## src/rtl/brl_pkg.sv

```systemverilog
package brl_pkg;

  localparam int unsigned BRL_LAT_BASE = 2;

  // Cycles of initial latency for a given configuration code, saturated.
  function automatic int unsigned brl_latency(input int unsigned code,
                                              input int unsigned max_lat);
    int unsigned cyc;
    cyc = code + BRL_LAT_BASE;
    return (cyc > max_lat) ? max_lat : cyc;
  endfunction

endpackage

```

## src/rtl/brl_start_detect.sv

```systemverilog
module brl_start_detect (
  input  logic clk,
  input  logic rst_n,
  input  logic adv_n,
  input  logic arm,
  output logic start
);
  logic adv_seen_hi;

  always_ff @(posedge clk or negedge rst_n) begin
    if (!rst_n) adv_seen_hi <= 1'b1;
    else        adv_seen_hi <= adv_n;
  end

  // First edge of a fresh strobe assertion only.
  assign start = arm & ~adv_n & adv_seen_hi;
endmodule

```

## src/rtl/brl_latency_cnt.sv

```systemverilog
module brl_latency_cnt #(
  parameter int LFW     = 4,
  parameter int MAX_LAT = 9,
  localparam int CW     = $clog2(MAX_LAT + 1)
) (
  input  logic           clk,
  input  logic           rst_n,
  input  logic           halt,
  input  logic           start,
  input  logic [LFW-1:0] lat_field,
  output logic           active,
  output logic           launch,
  output logic           lat_wait,
  output logic           valid_q
);
  import brl_pkg::*;

  logic [CW-1:0] remain;
  logic [CW-1:0] load_val;

  assign load_val = CW'(brl_latency(32'(lat_field), MAX_LAT) - 1);
  assign lat_wait = active & (remain > CW'(1));
  assign launch   = active & (remain <= CW'(1)) & ~start & ~halt;

  always_ff @(posedge clk or negedge rst_n) begin
    if (!rst_n) begin
      active  <= 1'b0;
      remain  <= '0;
      valid_q <= 1'b0;
    end else if (halt) begin
      active  <= 1'b0;
      remain  <= '0;
      valid_q <= 1'b0;
    end else if (start) begin
      active  <= 1'b1;
      remain  <= load_val;
      valid_q <= 1'b0;
    end else if (launch) begin
      remain  <= '0;
      valid_q <= 1'b1;
    end else if (lat_wait) begin
      remain  <= remain - CW'(1);
    end
  end
endmodule

```

## src/rtl/brl_addr_seq.sv

```systemverilog
module brl_addr_seq #(
  parameter int AW = 16
) (
  input  logic          clk,
  input  logic          rst_n,
  input  logic          start,
  input  logic [AW-1:0] start_addr,
  input  logic          advance,
  output logic [AW-1:0] cur_addr
);
  always_ff @(posedge clk or negedge rst_n) begin
    if (!rst_n)       cur_addr <= '0;
    else if (start)   cur_addr <= start_addr;
    else if (advance) cur_addr <= cur_addr + AW'(1);
  end
endmodule

```

## src/rtl/burst_read_ctrl.sv

```systemverilog
module burst_read_ctrl #(
  parameter int AW      = 16,
  parameter int DW      = 32,
  parameter int LFW     = 4,
  parameter int MAX_LAT = 9
) (
  input  logic           clk,
  input  logic           rst_n,
  input  logic           adv_n,
  input  logic           ce_n,
  input  logic           oe_n,
  input  logic           sync_mode,
  input  logic [LFW-1:0] lat_field,
  input  logic [AW-1:0]  addr_in,
  input  logic [DW-1:0]  mem_rdata,
  output logic [AW-1:0]  mem_addr,
  output logic [DW-1:0]  dq_out,
  output logic           dq_drive,
  output logic           data_valid
);
  logic          halt;
  logic          burst_start;
  logic          burst_active;
  logic          word_launch;
  logic          lat_wait;
  logic          valid_q;
  logic [AW-1:0] cur_addr;
  logic [DW-1:0] dq_q;

  assign halt = ce_n | ~sync_mode;

  brl_start_detect start_i (
    .clk   (clk),
    .rst_n (rst_n),
    .adv_n (adv_n),
    .arm   (~halt),
    .start (burst_start)
  );

  brl_latency_cnt #(.LFW(LFW), .MAX_LAT(MAX_LAT)) lat_i (
    .clk       (clk),
    .rst_n     (rst_n),
    .halt      (halt),
    .start     (burst_start),
    .lat_field (lat_field),
    .active    (burst_active),
    .launch    (word_launch),
    .lat_wait  (lat_wait),
    .valid_q   (valid_q)
  );

  brl_addr_seq #(.AW(AW)) addr_i (
    .clk        (clk),
    .rst_n      (rst_n),
    .start      (burst_start),
    .start_addr (addr_in),
    .advance    (word_launch),
    .cur_addr   (cur_addr)
  );

  // Output word register, loaded on every launched word.
  always_ff @(posedge clk or negedge rst_n) begin
    if (!rst_n)           dq_q <= '0;
    else if (word_launch) dq_q <= mem_rdata;
  end

  assign mem_addr   = sync_mode ? cur_addr : addr_in;
  assign dq_drive   = ~ce_n & ~oe_n;
  assign dq_out     = !dq_drive ? '0 : (sync_mode ? dq_q : mem_rdata);
  assign data_valid = valid_q & sync_mode & ~ce_n;
endmodule

```

## config.mk

```make
export PLATFORM = sky130hd
export DESIGN_NAME = burst_read_ctrl
export DESIGN_NICKNAME = d
export VERILOG_FILES = /design/src/rtl/brl_pkg.sv /design/src/rtl/brl_start_detect.sv /design/src/rtl/brl_latency_cnt.sv /design/src/rtl/brl_addr_seq.sv /design/src/rtl/burst_read_ctrl.sv
export SDC_FILE = /design/constraint.sdc
export NUM_CORES = 1
export LEC_CHECK = 0
export BUFFER_PORTS_ARGS = -buffer_cell sky130_fd_sc_hd__buf_2
export CAP_MARGIN = 20
export CORE_ASPECT_RATIO = 0.9
export CORE_MARGIN = 4
export CORE_UTILIZATION = 51
export DETAILED_ROUTE_END_ITERATION = 12
export PLACE_DENSITY = 0.9
export SLEW_MARGIN = 25
export SYNTH_ARGS = -nofsm -noshare
export SYNTH_HDL_FRONTEND = slang
export SYNTH_SLANG_ARGS = --single-unit
```

## constraint.sdc

```tcl
create_clock -name clk -period 2.1 [get_ports clk]
set_input_delay 0.105 -clock clk [delete_from_list [all_inputs] [get_ports clk]]
set_output_delay 0.105 -clock clk [all_outputs]
set_load 0.02 [all_outputs]
```

**After elaboration in Yosys (flattened, before gate mapping)**

Cells that the tools add are included.

- Muxes and demuxes: 15
- Bitwise operators: 16
- Multipliers: 0
- Equal/unequal tests: 0
- Div/mod/pow operators: 0
- Add/sub/neg operators: 4
- Order comparisons: 3
- Shift-type cells: 0
- Reduce and logical (&&, ||, !) cells: 4

Operators with widths:

| cell | number |
|---|---|
| $mux W32 | 2 |
| $mux W16 | 3 |
| $mux W4 | 5 |
| $add A16 B1 Y16 const B | 1 |
| $and A1 B1 Y1 | 9 |
| $sub A4 B1 Y4 const B | 2 |
| $not A1 Y1 | 6 |
| $add A4 B2 Y5 const B | 1 |
| $gt A5 B4 Y1 const B | 1 |
| $mux W1 | 5 |
| $gt A4 B1 Y1 const B | 1 |
| $le A4 B1 Y1 const B | 1 |
| $reduce_bool A2 Y1 | 2 |
| $reduce_bool A4 Y1 | 1 |
| $reduce_bool A3 Y1 | 1 |
| $or A1 B1 Y1 | 1 |

- Bits of input ports: 58
- Bits in read-only memories: 0
- Logic and storage cells: 48
- Register bits after elaboration: 55
- Memories: 0
- Latch bits: 0
- Bits in writable memories: 0

**Longest topological paths before layout**

- Word-level depth: 11
- Mapped depth: 8
- Depth with buffers taken out: 7

**Cells and area by module**

A second synthesis with hierarchy kept.

- Cells, all modules: 313
- Area, all modules: 3410.8 µm²

By module, submodules not included:

| module | cells each | area each (µm²) | seq. area each (µm²) | times used |
|---|---|---|---|---|
| burst_read_ctrl | 163 | 1968.1 | 800.8 | 1 |
| brl_addr_seq | 99 | 943.4 | 400.4 | 1 |
| brl_latency_cnt | 49 | 464.2 | 150.1 | 1 |
| brl_start_detect | 2 | 35.0 | 26.3 | 1 |

**Worst setup path before layout**

OpenSTA, ideal clock, no wires.

- Path type: register -> register
- Start: register lat_i.active
- End: register addr_i.cur_addr[1]
- Stages on the path, launching flop included: 7
- Data arrival time: 1.719 ns
- Library setup time: 0.127 ns
- Required time: 1.973 ns
- Setup slack: 0.254 ns
- Cells stage by stage: dfrtp_1 > or3b_1 > nor2_2 > a21oi_1 > clkbuf_1 > a222oi_1 > inv_1

- Longest elaborated chain between the ends: 4

RTL lines:

| element | line | text |
|---|---|---|
| start: declaration | brl_latency_cnt.sv:11 | `output logic active,` |
| start signal: assignment | brl_latency_cnt.sv:27 | `active <= 1'b0;` |
| start signal: assignment | brl_latency_cnt.sv:31 | `active <= 1'b0;` |
| start signal: assignment | brl_latency_cnt.sv:35 | `active <= 1'b1;` |
| $and A1 B1 Y1 (3 in series) | brl_latency_cnt.sv:23 | `assign launch = active & (remain <= CW'(1)) & ~start & ~halt;` |
| $reduce_bool A2 Y1 (no line) | n/a |  |
| end signal: assignment | brl_addr_seq.sv:13 | `else if (start) cur_addr <= start_addr;` |
| end signal: assignment | brl_addr_seq.sv:14 | `else if (advance) cur_addr <= cur_addr + AW'(1);` |
| end: declaration | brl_addr_seq.sv:9 | `output logic [AW-1:0] cur_addr` |

No other way between the ends.
A chain may end at the register's enable or synchronous reset.

**Worst setup path in the final report**

- Start: register lat_i.remain[3]
- End: register dq_q[25]

- Longest elaborated chain between the ends: 4

RTL lines:

| element | line | text |
|---|---|---|
| start: declaration | brl_latency_cnt.sv:18 | `logic [CW-1:0] remain;` |
| start signal: assignment | brl_latency_cnt.sv:36 | `remain <= load_val;` |
| start signal: assignment | brl_latency_cnt.sv:42 | `remain <= remain - CW'(1);` |
| $le A4 B1 Y1 | brl_latency_cnt.sv:23 |  |
| $and A1 B1 Y1 (3 in series) | brl_latency_cnt.sv:23 |  |
| end signal: assignment | burst_read_ctrl.sv:64 | `else if (word_launch) dq_q <= mem_rdata;` |
| end: declaration | burst_read_ctrl.sv:28 | `logic [DW-1:0] dq_q;` |

No other way between the ends.

==> tab_implementation.tex <==
\begin{tabular}{lr}
\hline
Metric & Value \\
\hline
\multicolumn{2}{l}{\textbf{Outcome}} \\
Outcome & finished, final reports clean \\
\multicolumn{2}{l}{\textbf{Floorplanning}} \\
Count of pins on the block boundary & 108 \\
Initial core utilization & 53.0\% \\
DIE AREA & 7770 um2 \\
CORE AREA & 6180 um2 \\
Die span in y & 84.0 um \\
Die width & 92.5 um \\
Floorplan row count & 27 \\
\multicolumn{2}{l}{\textbf{Setup path}} \\
Slowest CP cell & or4\_4 \\
Cell-by-cell listing of the critical path & or3b\_1, or4\_4, buf\_4, nand2\_1, nand2\_1 \\
Reg2reg start & lat\_i.remain[3] \\
Critical Setup Path Class & reg2reg \\
Cell count of the worst reg-to-reg path & 5 \\
Arrival time of data at the critical path endpoint & 2.18 ns \\
Family of cells with the greatest summed delay on the critical path & simple AND/OR/NAND/NOR gates \\
Critical Path End Type & flop \\
Worst Setup Start Kind & flop \\
Crit path required time & 2.30 ns \\
Top cell by count, worst path & nand2\_1 \\
Worst-path fanout max & 17 \\
Buf/Inv on CP & 1 \\
Reg-to-reg endpoint & dq\_q[25] \\
Longest individual stage delay on the worst path & 0.62 ns \\
Reg-to-reg slack, setup & 0.12 ns \\
\multicolumn{2}{l}{\textbf{Finish}} \\
\# nets final & 576 \\
Number of antenna diodes & 0 \\
Leading cell type in the layout, fill and taps excluded & nand2\_1 \\
Final Util & 67.6\% \\
Share of cells above drive strength 1 & 29.8\% \\
Most frequent cells in the layout & nand2\_1, buf\_2, dfrtp\_1, nor2\_1, mux2i\_1 \\
Design area & 4180 um2 \\
Area growth from synthesis to final layout & 27.6\% \\
\multicolumn{2}{l}{\textbf{Synth}} \\
Number of different library cells in the post-synthesis netlist & 42 \\
Post-Synth XOR/XNOR Area & 0.802\% \\
Post-synth EDFFs & 0 \\
Share of synthesized cell area in full adder, half adder and majority cells & 1.91\% \\
Fraction of synthesized area in multiplexers & 15.9\% \\
Dominant combinational cell family by area after synthesis & simple AND/OR/NAND/NOR gates \\
Number of instances in the synthesized netlist & 393 \\
Register area share after synthesis & 42.0\% \\
Number of warnings issued by yosys & 0 \\
Synth Area in Simple Gates & 26.8\% \\
Async set-or-reset flop fraction in the synthesized netlist & 100\% \\
Syn Nets & 456 \\
Average cell area after synthesis & 8.34 um2 \\
Compound-gate portion of the synthesized area & 9.01\% \\
Synth Flop Type & dfrtp\_1 \\
Number of register bits inferred by synthesis & 55 \\
Cell Area, Synth & 3280 um2 \\
\multicolumn{2}{l}{\textbf{Min path}} \\
Start point of the worst min-delay path & mem\_rdata[28] \\
Path type of the worst min-delay path & in2reg \\
Worst Hold Path Cells & 3 \\
Sink of the worst hold path & dq\_q[28] \\
\multicolumn{2}{l}{\textbf{GRT}} \\
Vias in the first global route & 3143 \\
Congestion Overflow GR & 0 \\
Maximum number of pins on one net before global-route repair & 49 \\
Overall track demand over capacity in global routing & 22.4\% \\
Number of antenna violations at the first check in global routing & 0 \\
First-pass GRT wire length & 14600 um \\
\multicolumn{2}{l}{\textbf{STA}} \\
Fraction of the cycle the final worst path needs & 94.1\% \\
Final-report setup violation count & 0 \\
Hold Fails Final Rpt & 0 \\
Setup Total Neg Slack & 0 ns \\
Clock tree skew after final layout & 0.00697 ns \\
Slew Viols, Final & 0 \\
Unrepaired setup endpoints after global routing & false \\
Fin crit period & 1.98 ns \\
Achievable Freq & 506 MHz \\
Relative slew slack & 50.9\% \\
Slew at the pin with the worst max-slew slack & 0.737 ns \\
Worst Setup Slack, final & 0.124 ns \\
\multicolumn{2}{l}{\textbf{Run}} \\
Max\_cap viols & 0 \\
\multicolumn{2}{l}{\textbf{Placed design}} \\
GPL Wtd Cong & 0.841 \\
Port bufs & 107 \\
Area post-placement & 3950 um2 \\
HPWL after DPL & 6450 um \\
Minimum setup slack after placement & 0.148 ns \\
\multicolumn{2}{l}{\textbf{CTS}} \\
Number of buffers added by the clock tree synthesis step & 5 \\
Number of H-tree branching levels & 2 \\
CTS clock-pin slew for the worst setup and hold paths & 0.10 ns \\
Clk\_lat worst skew & 0.30 ns \\
Clock tree from TritonCTS & done \\
Max Root-Sink Buffers & 2 \\
Clock net sink count & 55 \\
Clock Tree Root & clkbuf\_8 \\
Number of gates given a new drive strength after cts & 0 \\
\multicolumn{2}{l}{\textbf{Drt}} \\
Post-DR wirelength/cell & 14.6 um \\
Post-route DRC violation count & 0 \\
Total Routed Length & 8800 um \\
Drt first-iter violations & 236 \\
Vias after detailed routing & 3227 \\
Post-detailed-route count of antenna-violating nets & 0 \\
Detailed Routing Iterations Pass 1 & 4 \\
Routed via count divided by cell count & 5.37 \\
\multicolumn{2}{l}{\textbf{Power}} \\
Worst voltage drop across the vdd grid & 0.374 mV \\
Power density cells & 685 nW/um2 \\
Internal power component & 1860 uW \\
Power dissipated by switching net loads & 998 uW \\
Share of power burned in combinational logic & 27.4\% \\
Sequential share of power & 50.9\% \\
Overall power after layout & 2860 uW \\
Proportion of power drawn by the clock network & 21.7\% \\
Switching power share of the total & 34.9\% \\
Static leakage & 0.00218 uW \\
\hline
\end{tabular}
-- worst min-delay path, stage by stage --
cell,delay (ns)
buf_2,0.08
nand2_1,0.04
nand2_1,0.05
-- cells by family (layout without fill, tap and decap cells) --
kind of cell | after synthesis | count (layout)
fa+ha+maj | 5 | 5
xor+xnor | 3 | 3
flops | 55 | 55
compound gates | 46 | 46
simple gates | 207 | 207
buf+inv | 27 | 148
mux | 50 | 50
-- synth_stat cells (all sizes together) (2+ instances only) --
master / number / area [um2]
nand2: 120 / 450
dfrtp: 54 / 1350
nor2: 54 / 205
mux2i: 34 / 340
mux2: 16 / 180
o21ai: 13 / 65.1
buf: 11 / 57.6
clkbuf: 10 / 37.5
a21oi: 9 / 45.0
nand3: 8 / 40.0
o211ai: 8 / 60.1
inv: 6 / 22.5
ha: 5 / 62.6
a31oi: 4 / 25.0
and3: 3 / 18.8
nand4: 3 / 18.8
nor3: 3 / 20.0
o22ai: 3 / 18.8
o311ai: 3 / 26.3
xor2: 3 / 26.3
a221o: 2 / 20.0
nand2b: 2 / 12.5
nor2b: 2 / 12.5
nor3b: 2 / 15.0
nor4: 2 / 18.8
or2: 2 / 12.5
-- timing repair --
| action | in CTS | in global routing |
|---|---|---|
| endpoints found under the hold margin | 32 | 4 |
| hold buffers | 9 | 4 |
| setup buffers | 0 | 0 |
-- per-stage QoR --
stage / hold WS, ns / cells
floorplan: -0.191 / 393
global placement: 0.159 / 580
detailed placement: 0.153 / 580
CTS: 0.000507 / 597
global route: 0.00167 / 601
finish: 0.00464 / 601
-- flip-flops by register name, indices dropped and copies added (netlist names) --
signal               flops
dq_q                    32
addr_i.cur_addr         16
lat_i.remain             4
lat_i.active             1
lat_i.valid_q            1
start_i.adv_seen_hi      1
-- cell type report --
type                    count  area [um2]
repair buffers            134         783
fillers                   500        2000
clock buffers               5        68.8
flip-flops and latches     55        1380
clock inverters             3        28.8
multi-input cells         311        1790
inverters                   6        22.5
well taps                  87         109
-- worst max path at each step --
stage | end | startpoint | depth (start not counted) | slack (ns)
floorplan | addr_i.cur_addr[1] | lat_i.active | 6 | 0.25
global placement | dq_q[29] | lat_i.remain[3] | 5 | 0.23
detailed placement | dq_q[25] | lat_i.remain[3] | 5 | 0.15
CTS | dq_q[25] | lat_i.remain[3] | 5 | 0.13
global route | addr_i.cur_addr[1] | lat_i.remain[3] | 7 | 0.03
finish | dq_q[25] | lat_i.remain[3] | 5 | 0.12
-- layer usage --
metal	wire length, um	GRT usage [%]
met5	0	0
met4	191	3.64
met3	549	2.71
met2	4300	38.7
met1	3760	30.5
-- power groups by stage --
stage	logic [uW]	registers (uW)	clock network [uW]
2_1_floorplan	525	1410	0
3_3_place_gp	719	1460	0
3_5_place_dp	766	1470	0
4_1_cts	781	1450	629
5_1_grt	875	1490	688
6_report	784	1460	621
Note: power is estimated with default switching activity, not from simulation.
